$ cat src/rtl/mc_audio_pkg.sv
package mc_audio_pkg;
  localparam int unsigned SAMPLE_W = 32;
  localparam int unsigned BIDX_W   = $clog2(SAMPLE_W);
  localparam int unsigned LEN_W    = BIDX_W + 1;

  // data word length code -> bits; 0 marks an unusable code
  function automatic logic [LEN_W-1:0] dwl_bits(input logic [2:0] code);
    case (code)
      3'd0:    dwl_bits = LEN_W'(8);
      3'd1:    dwl_bits = LEN_W'(16);
      3'd2:    dwl_bits = LEN_W'(18);
      3'd3:    dwl_bits = LEN_W'(20);
      3'd4:    dwl_bits = LEN_W'(22);
      3'd5:    dwl_bits = LEN_W'(24);
      3'd6:    dwl_bits = LEN_W'(32);
      default: dwl_bits = '0;
    endcase
  endfunction
endpackage

$ cat src/rtl/mc_audio_timing.sv
module mc_audio_timing
  import mc_audio_pkg::*;
#(
  parameter int unsigned SWL_W = 9
) (
  input  logic              clk,
  input  logic              rst_n,
  input  logic              bit_tick,
  input  logic              halt,
  input  logic [SWL_W-1:0]  swl,
  input  logic [SWL_W-1:0]  data_len,
  input  logic [LEN_W-1:0]  dwl,
  input  logic              delay,
  input  logic              pad_first,
  output logic              sck,
  output logic              ws,
  output logic              adv,
  output logic              nxt_data,
  output logic [BIDX_W-1:0] nxt_j,
  output logic              nxt_wstart,
  output logic              cur_data
);
  localparam logic [SWL_W-1:0]  S_ONE = SWL_W'(1);
  localparam logic [LEN_W-1:0]  L_ONE = LEN_W'(1);
  localparam logic [BIDX_W-1:0] J_ONE = BIDX_W'(1);

  logic              sck_q, ws_q, started_q, w_q, data_q;
  logic [SWL_W-1:0]  b_q;
  logic [BIDX_W-1:0] j_q;

  logic [SWL_W-1:0]  pad_len, nb;
  logic              last_b, nw, ws_nxt;

  always_comb begin
    pad_len  = swl - data_len;
    adv      = bit_tick && !halt && (sck_q || !started_q);
    last_b   = (b_q == swl - S_ONE);
    nb       = (!started_q || last_b) ? '0 : b_q + S_ONE;
    nw       = started_q && (last_b ? !w_q : w_q);
    nxt_data = pad_first ? (nb >= pad_len) : (nb < data_len);
    if (nb == '0 || !data_q || ({1'b0, j_q} == dwl - L_ONE))
      nxt_j = '0;
    else
      nxt_j = j_q + J_ONE;
    nxt_wstart = nxt_data && (nxt_j == '0);
    ws_nxt     = (delay && nb == swl - S_ONE) ? !nw : nw;
  end

  always_ff @(posedge clk or negedge rst_n) begin
    if (!rst_n) begin
      sck_q     <= 1'b0;
      ws_q      <= 1'b0;
      started_q <= 1'b0;
      w_q       <= 1'b0;
      data_q    <= 1'b0;
      b_q       <= '0;
      j_q       <= '0;
    end else if (halt) begin
      sck_q     <= 1'b0;
      ws_q      <= 1'b0;
      started_q <= 1'b0;
      w_q       <= 1'b0;
      data_q    <= 1'b0;
      b_q       <= '0;
      j_q       <= '0;
    end else if (adv) begin
      sck_q     <= 1'b0;
      started_q <= 1'b1;
      b_q       <= nb;
      w_q       <= nw;
      j_q       <= nxt_j;
      data_q    <= nxt_data;
      ws_q      <= ws_nxt;
    end else if (bit_tick) begin
      sck_q     <= 1'b1;
    end
  end

  assign sck      = sck_q;
  assign ws       = ws_q;
  assign cur_data = data_q;
endmodule

$ cat src/rtl/mc_audio_feed.sv
module mc_audio_feed
  import mc_audio_pkg::*;
(
  input  logic                clk,
  input  logic                rst_n,
  input  logic [SAMPLE_W-1:0] tx_data,
  input  logic                tx_valid,
  output logic                tx_ready,
  input  logic                load,
  output logic [SAMPLE_W-1:0] word_sample,
  output logic                underflow
);
  logic [SAMPLE_W-1:0] hold_q, last_q, hold_d, last_d, fresh;
  logic                full_q, under_q, full_d, under_d, accept;

  always_comb begin
    accept      = tx_valid && !full_q;
    fresh       = full_q ? hold_q : last_q;
    word_sample = load ? fresh : last_q;
    full_d      = (full_q && !load) || accept;
    hold_d      = accept ? tx_data : hold_q;
    last_d      = load ? fresh : last_q;
    under_d     = under_q || (load && !full_q);
  end

  always_ff @(posedge clk or negedge rst_n) begin
    if (!rst_n) begin
      hold_q  <= '0;
      last_q  <= '0;
      full_q  <= 1'b0;
      under_q <= 1'b0;
    end else begin
      hold_q  <= hold_d;
      last_q  <= last_d;
      full_q  <= full_d;
      under_q <= under_d;
    end
  end

  assign tx_ready  = !full_q;
  assign underflow = under_q;

  p_hold_kept_r2: assert property (@(posedge clk) disable iff (!rst_n)
    (full_q && !load) |=> (full_q && $stable(hold_q)));

  p_underflow_sticky_r11: assert property (@(posedge clk) disable iff (!rst_n)
    $past(under_q) |-> under_q);
endmodule

$ cat src/rtl/mc_audio_tx.sv
module mc_audio_tx
  import mc_audio_pkg::*;
#(
  parameter int unsigned SWL_W   = 9,
  parameter int unsigned MIN_SWL = 8,
  parameter int unsigned MAX_SWL = 256
) (
  input  logic             clk,
  input  logic             rst_n,
  input  logic             bit_tick,
  input  logic [1:0]       cfg_chan,
  input  logic [2:0]       cfg_dwl,
  input  logic [SWL_W-1:0] cfg_swl,
  input  logic             cfg_delay,
  input  logic             cfg_pad_first,
  input  logic             cfg_pad_high,
  input  logic             cfg_mute,
  input  logic [31:0]      tx_data,
  input  logic             tx_valid,
  output logic             tx_ready,
  output logic             sck,
  output logic             ws,
  output logic             sd,
  output logic             cfg_err,
  output logic             underflow
);
  localparam logic [BIDX_W-1:0] TOP_BIT = BIDX_W'(SAMPLE_W - 1);

  logic [LEN_W-1:0]    dwl_len;
  logic [SWL_W-1:0]    data_len;
  logic                adv, nxt_data, nxt_wstart, cur_data;
  logic [BIDX_W-1:0]   nxt_j;
  logic [SAMPLE_W-1:0] word_sample;
  logic                sd_q, sd_d;

  always_comb begin
    dwl_len  = dwl_bits(cfg_dwl);
    data_len = SWL_W'(dwl_len) * SWL_W'({1'b0, cfg_chan} + 3'd1);
    cfg_err  = (dwl_len == '0) || (cfg_swl < SWL_W'(MIN_SWL)) ||
               (cfg_swl > SWL_W'(MAX_SWL)) || (data_len > cfg_swl);
  end

  mc_audio_timing #(.SWL_W(SWL_W)) timing_i (
    .clk        (clk),
    .rst_n      (rst_n),
    .bit_tick   (bit_tick),
    .halt       (cfg_err),
    .swl        (cfg_swl),
    .data_len   (data_len),
    .dwl        (dwl_len),
    .delay      (cfg_delay),
    .pad_first  (cfg_pad_first),
    .sck        (sck),
    .ws         (ws),
    .adv        (adv),
    .nxt_data   (nxt_data),
    .nxt_j      (nxt_j),
    .nxt_wstart (nxt_wstart),
    .cur_data   (cur_data)
  );

  mc_audio_feed feed_i (
    .clk         (clk),
    .rst_n       (rst_n),
    .tx_data     (tx_data),
    .tx_valid    (tx_valid),
    .tx_ready    (tx_ready),
    .load        (adv && nxt_wstart),
    .word_sample (word_sample),
    .underflow   (underflow)
  );

  always_comb begin
    if (nxt_data)
      sd_d = !cfg_mute && word_sample[TOP_BIT - nxt_j];
    else
      sd_d = cfg_pad_high;
  end

  always_ff @(posedge clk or negedge rst_n) begin
    if (!rst_n)       sd_q <= 1'b0;
    else if (cfg_err) sd_q <= 1'b0;
    else if (adv)     sd_q <= sd_d;
  end

  assign sd = sd_q;

  p_sd_stable_on_rise_r9: assert property (@(posedge clk) disable iff (!rst_n)
    $rose(sck) |-> ($stable(sd) && $stable(ws)));

  p_err_quiet_r10: assert property (@(posedge clk) disable iff (!rst_n)
    $past(cfg_err) |-> (!sck && !ws && !sd));

  p_mute_low_r8: assert property (@(posedge clk) disable iff (!rst_n)
    (cfg_mute && !cfg_err && cur_data) |-> !sd);
endmodule

$ cat config.mk
export PLATFORM = sky130hd
export DESIGN_NAME = mc_audio_tx
export DESIGN_NICKNAME = d
export VERILOG_FILES = /design/src/rtl/mc_audio_pkg.sv /design/src/rtl/mc_audio_timing.sv /design/src/rtl/mc_audio_feed.sv /design/src/rtl/mc_audio_tx.sv
export SDC_FILE = /design/constraint.sdc
export NUM_CORES = 1
export LEC_CHECK = 0
export BUFFER_PORTS_ARGS = -buffer_cell sky130_fd_sc_hd__buf_2
export CORE_MARGIN = 3
export CORE_UTILIZATION = 55
export CTS_BUF_LIST = sky130_fd_sc_hd__clkbuf_8
export DETAILED_ROUTE_END_ITERATION = 10
export GPL_ROUTABILITY_DRIVEN = 0
export PLACE_DENSITY = 0.75
export SLEW_MARGIN = 20
export SYNTH_ARGS = -nofsm -noshare
export SYNTH_HDL_FRONTEND = slang
export SYNTH_SLANG_ARGS = --single-unit
$ cat constraint.sdc
create_clock -name clk -period 9.9 [get_ports clk]
set_input_delay 0.495 -clock clk [delete_from_list [all_inputs] [get_ports clk]]
set_output_delay 0.495 -clock clk [all_outputs]
set_load 0.05 [all_outputs]
Word-level counts from Yosys, hierarchy flattened

Cells that the tools add are included.
W data, S select, Z words.

$mul: 1
Mux-type cells: 28
$add $sub $neg: 7
Shifts and indexed selects: 0
Divide/modulo/power cells: 0
Bitwise gates (word level): 0
Reductions and logical operators: 33
Equality and inequality tests: 9
$lt $le $gt $ge: 6

Operator list:

| kind                  | count |
|---|---|
| $mux W32              | 2 |
| $pmux W6 S7           | 1 |
| $mux W9               | 3 |
| $eq A9 B9 Y1          | 2 |
| $mux W1               | 18 |
| $mux W5               | 3 |
| $logic_and A1 B1 Y1   | 10 |
| $add A9 B1 Y9 const B | 1 |
| $eq A3 B3 Y1 const B  | 3 |
| $ge A9 B9 Y1          | 1 |
| $gt A9 B9 Y1          | 1 |
| $gt A9 B9 Y1 const B  | 1 |
| $logic_not A9 Y1      | 1 |
| $logic_or A1 B1 Y1    | 9 |
| $lt A9 B4 Y1 const B  | 1 |
| $lt A9 B9 Y1          | 1 |
| $mul A6 B3 Y9         | 1 |
| $sub A9 B1 Y9 const B | 1 |
| $sub A9 B9 Y9         | 1 |
| $logic_not A1 Y1      | 8 |
| $eq A3 B2 Y1 const B  | 2 |
| $eq A5 B6 Y1          | 1 |
| $logic_not A6 Y1      | 1 |
| $lt A5 B6 Y1 const B  | 1 |
| 10 further kinds      | 10 |

Latch bits: 0
Bits in registers: 86
Logic and storage cells: 96
Input bits: 54
Output and inout port bits: 6
Memory bits (writable): 0
Memories kept: 0
ROM bits: 0

Logic depth before layout (Yosys ltp)

Depth after elaboration: 18
Gate-level depth with buffers: 29
Mapped depth without buffers: 26

Hierarchy

Synthesis repeated with hierarchy kept, for this count alone.

Cells, all modules: 612
Area total of the unflattened synthesis: 6182.2 µm²

By module, submodules not included:

| module          | cells an instance | area an instance (µm²) | seq. area each (µm²) | instances |
|---|---|---|---|---|
| mc_audio_timing | 346               | 2716.4                 | 475.5                | 1 |
| mc_audio_feed   | 142               | 2454.9                 | 1651.6               | 1 |
| mc_audio_tx     | 124               | 1011.0                 | 25.0                 | 1 |

Worst setup path after synthesis

Ideal clock, no wire load.

Path type: in2reg
Start point: in cfg_dwl[0]
End point: reg sd_q, in the netlist sd
Path buffers: 2
Cell stages on the path: 25
Required time: 9.769 ns
Setup time: 0.131 ns
Arrival time: 6.153 ns
Path slack: 3.616 ns
Path through: clkbuf_1 > nand2_1 > o21ai_0 > nand2_1 > fa_1 > inv_1 > ha_1 > inv_1 > fa_1 > ha_1 > a21o_1 > a21o_1 > maj3_1 > maj3_1 > xnor2_1 > ha_1 > nand2_1 > o31a_1 > a211oi_2 > and2_1 > buf_6 > mux4_2 > nor3b_1 > o311ai_1 > o31ai_1

Cells in the longest elaborated chain, start to end: 17
Elaborated cells between the ends (all ways): 37
Classes of those cells: 3 x add/sub; 1 x mul; 3 x order compare; 7 x eq/ne; 9 x mux; 14 x reduce/logical

Ends and longest elaborated chain:

| item                                                   | line              | RTL |
|---|---|---|
| start, declared                                        | mc_audio_tx.sv:12 | `input logic [2:0] cfg_dwl,` |
| $eq A3 B3 Y1, or another cell as far along             | mc_audio_pkg.sv:8 | `case (code)` |
| $pmux W6 S7 *                                          | mc_audio_pkg.sv:8 |  |
| branches (longest 15 deep; another with $mul A6 B3 Y9) | n/a               |  |
| end signal, assigned                                   | mc_audio_tx.sv:81 | `if (!rst_n) sd_q <= 1'b0;` |
| end signal, assigned                                   | mc_audio_tx.sv:82 | `else if (cfg_err) sd_q <= 1'b0;` |
| end signal, assigned                                   | mc_audio_tx.sv:83 | `else if (adv) sd_q <= sd_d;` |
| end, declared                                          | mc_audio_tx.sv:34 | `logic sd_q, sd_d;` |

Every way passes the cells marked *. The select of a mux whose other input is x is not followed.
A chain may end at the register's enable or synchronous reset.

Worst setup path after layout

Ends and elaborated chain as after synthesis.

==> impl_metrics.tcl <==
set metrics [dict create \
    synth-compound-area-share 0.1442 \
    cts_resized 0 \
    viasPerCell 5.995 \
    num_vias 5126 \
    fin_tns_setup_ns 0 \
    initial_core_util 0.5689 \
    synth-edff-count 0 \
    yosysWarnings 0 \
    cp_max_fo 28 \
    synth-main-ff-cell "dfrtp_1" \
    drc_errors 0 \
    max_cap_violations 0 \
    setup_viol 0 \
    worstMarginPinSlew_ns 0.9014 \
    clock-skew-final_ns 0.009267 \
    reg2reg_depth 18 \
    yosys.area_share.xor_xnor 0.05913 \
    grt_pass1_wl_um 24310 \
    groute.usage.overall 0.2326 \
    critPathCapture "sd" \
    synthMuxAreaShare 0.1152 \
    met3WireLength_um 752 \
    rows 38 \
    core_area_um2 10940 \
    gr-total-overflow 0 \
    path_class "input pin to register" \
    finalNonFillerCells 855 \
    status "complete, no violations" \
    reg2reg_from "timing_i.b_q[2]" \
    fin_nets 806 \
    fin_crit_sh 0.6855 \
    dp_hpwl_um 10550 \
    ant_nets 0 \
    grt_max_degree 87 \
    cp-startpoint "cfg_dwl[0]" \
    synth-simple-area-share 0.1953 \
    synth_top_family_by_area "simple AND/OR/NAND/NOR gates" \
    grt_pass1_vias 5138 \
    wl_met1_um 6151 \
    ios 60 \
    drtIter0Drc 366 \
    cp_data_required_time_ns 10.14 \
    die_w_um 112.4 \
    min_path_type "input pin to async pin" \
    syn-cell-area_um2 6221 \
    cts_buffers 9 \
    firstDrtPassIters 5 \
    synth.distinct_cells 75 \
    synth_fa_ha_area_frac 0.09372 \
    min_period_ns 6.787 \
    ys_seq_elements 86 \
    place_area_um2 6528 \
    insertion_delay_ns 0.36 \
    post_cts_buffers 0 \
    routed_wl_um 14180 \
    cts_sinks 86 \
    htreeDepth 3 \
    routed.top_layer "met4" \
    syn_inst 680 \
    whs_ns 0.1365 \
    die_h_um 112.4 \
    tritoncts "done" \
    path_clk_slew_ns 0.08 \
    die_area_um2 12620 \
    final_hold_viol_count 0 \
    route.met2.wl_um 6917 \
    clockRootBuffer "clkbuf_8" \
    antenna_cells 0 \
    synth.avg_cell_area_um2 9.148 \
    cellLeakagePower_nw 3.054 \
    cts_hold_buffers 0 \
    cp_data_arrival_time_ns 7.03 \
    ys_seq_area_frac 0.3459 \
    synth_fp_nets 775 \
    synthArstFlopShare 1.000 \
    rsz0062_at_grt "false" \
    port_buffers 59 \
    slew_headroom 0.3835 \
    reg2reg_to "sd" \
    cellPowerDensity_nw_per_um2 175.7 \
    ir_worst_vdd_uv 140.0 \
    max-clock-path-buffers 2 \
    dp_cells 840 \
    syn2layout_area_growth_pct 8.568 \
    drive_gt1_frac 0.1874 \
    antenna_found_initial 0 \
    timing.fmax_ghz 0.1473 \
    wl_per_cell_um 16.58 \
    final_util 0.6176 \
    r2r_slack_ns 3.97 \
    cp-start-kind "input pin" \
    end_kind "register" \
    report.final.slew_viol_count 0 \
    fin_area_um2 6754 \
]
## metrics by stage
step           worst slack [ns]  power [mW]
5_1_grt                   2.641       1.269
6_report                  3.113       1.186
2_1_floorplan             3.616      0.8155
3_5_place_dp              2.409      0.9194
3_3_place_gp              2.553      0.8962
4_1_cts                   2.732       1.194
## synthesized netlist by cell type (10+ instances only)
cell type / instances / share of area
nand2_1: 99 / 0.060
inv_1: 26 / 0.016
nand2b_1: 10 / 0.010
mux2_2: 38 / 0.069
nor2_1: 43 / 0.026
mux2_1: 11 / 0.020
mux2i_1: 12 / 0.019
o21ai_0: 22 / 0.018
or3_1: 11 / 0.011
a21oi_1: 33 / 0.027
ha_1: 37 / 0.074
nand3_1: 14 / 0.011
dfrtp_1: 86 / 0.35
nor3_1: 12 / 0.0097
clkbuf_1: 26 / 0.016
a211oi_1: 10 / 0.012
xnor2_1: 20 / 0.028
xor2_1: 22 / 0.031
## power breakdown
part | total, mW | internal, mW | switching, mW
Sequential | 0.567 | 0.483 | 0.0840
Clock | 0.274 | 0.154 | 0.120
Combinational | 0.346 | 0.172 | 0.173
## registers in the layout, indices dropped and copies added, names as in the netlist
register,count
feed_i.full_q,1
feed_i.hold_q,32
feed_i.last_q,32
feed_i.underflow,1
sd,1
timing_i.b_q,9
timing_i.cur_data,1
timing_i.j_q,5
timing_i.sck,1
timing_i.started_q,1
timing_i.w_q,1
timing_i.ws,1
## cell usage in the layout (no fill, tap or decap), types with 5 or more instances in the layout
cell type  count
xnor2_1       20
nand2_1       99
o21a_1         7
inv_1         26
xor2_1        22
and2_1         7
nand3_1       14
nor3_1        12
a211oi_1      10
mux2_1        11
clkbuf_8      11
a21o_1         8
nor2b_1        8
nor2_1        43
mux2_2        38
and3_1         6
dfrtp_1       86
nand2b_1      10
o21ai_0       22
mux2i_1       12
nor3b_1        6
a21oi_1       33
ha_1          37
nor4_1         5
buf_2         58
or3_1         11
## how the worst min path moves through the flow
stage / slack (ns) / startpoint / end
detailed placement: 0.46 / feed_i.hold_q[26] / feed_i.last_q[26]
CTS: 0.35 / tx_data[16] / feed_i.hold_q[16]
global route: 0.23 / rst_n / timing_i.b_q[3]
floorplan: 0.20 / rst_n / feed_i.full_q
global placement: 0.46 / feed_i.hold_q[12] / feed_i.last_q[12]
finish: 0.14 / rst_n / timing_i.b_q[5]
## per-layer routing
| metal | global-route usage | vias to the layer above |
|---|---|---|
| met5 | 0 | - |
| met4 | 0.08333 | 0 |
| met3 | 0.03720 | 31 |
| met2 | 0.3921 | 173 |
| met1 | 0.3047 | 2455 |
| li1 | - | 2467 |
## final cells by class
class,instances,area (µm²)
clock buffer,11,151.4
clock inverter,4,70.07
fill,981,4182
inverter,26,97.59
multi-input combinational,526,3784
sequential,86,2152
tap,140,175.2
timing repair buffer,62,324.1
## cell families (layout without fill, tap and decap cells)
group	count (synthesis)	count (layout)
mux	63	63
xor+xnor	42	42
compound gates	129	129
flops	86	86
simple gates	247	247
buf+inv	68	103
fa+ha+maj	45	45
## critical path, stage by stage
cell	delay, ns
buf_2	0.22
nand2_1	0.07
o21ai_0	0.29
nand2_1	0.12
fa_1	0.51
inv_1	0.05
ha_1	0.20
inv_1	0.07
fa_1	0.44
ha_1	0.36
a21o_1	0.18
a21o_1	0.20
maj3_1	0.36
maj3_1	0.38
xnor2_1	0.14
ha_1	0.27
nand2_1	0.04
o31a_1	0.35
a211oi_2	0.44
and2_2	0.61
buf_4	0.31
mux2_2	0.37
o32a_1	0.19
a211oi_1	0.24
o31ai_1	0.10
Power figures use the tool's default switching activity.
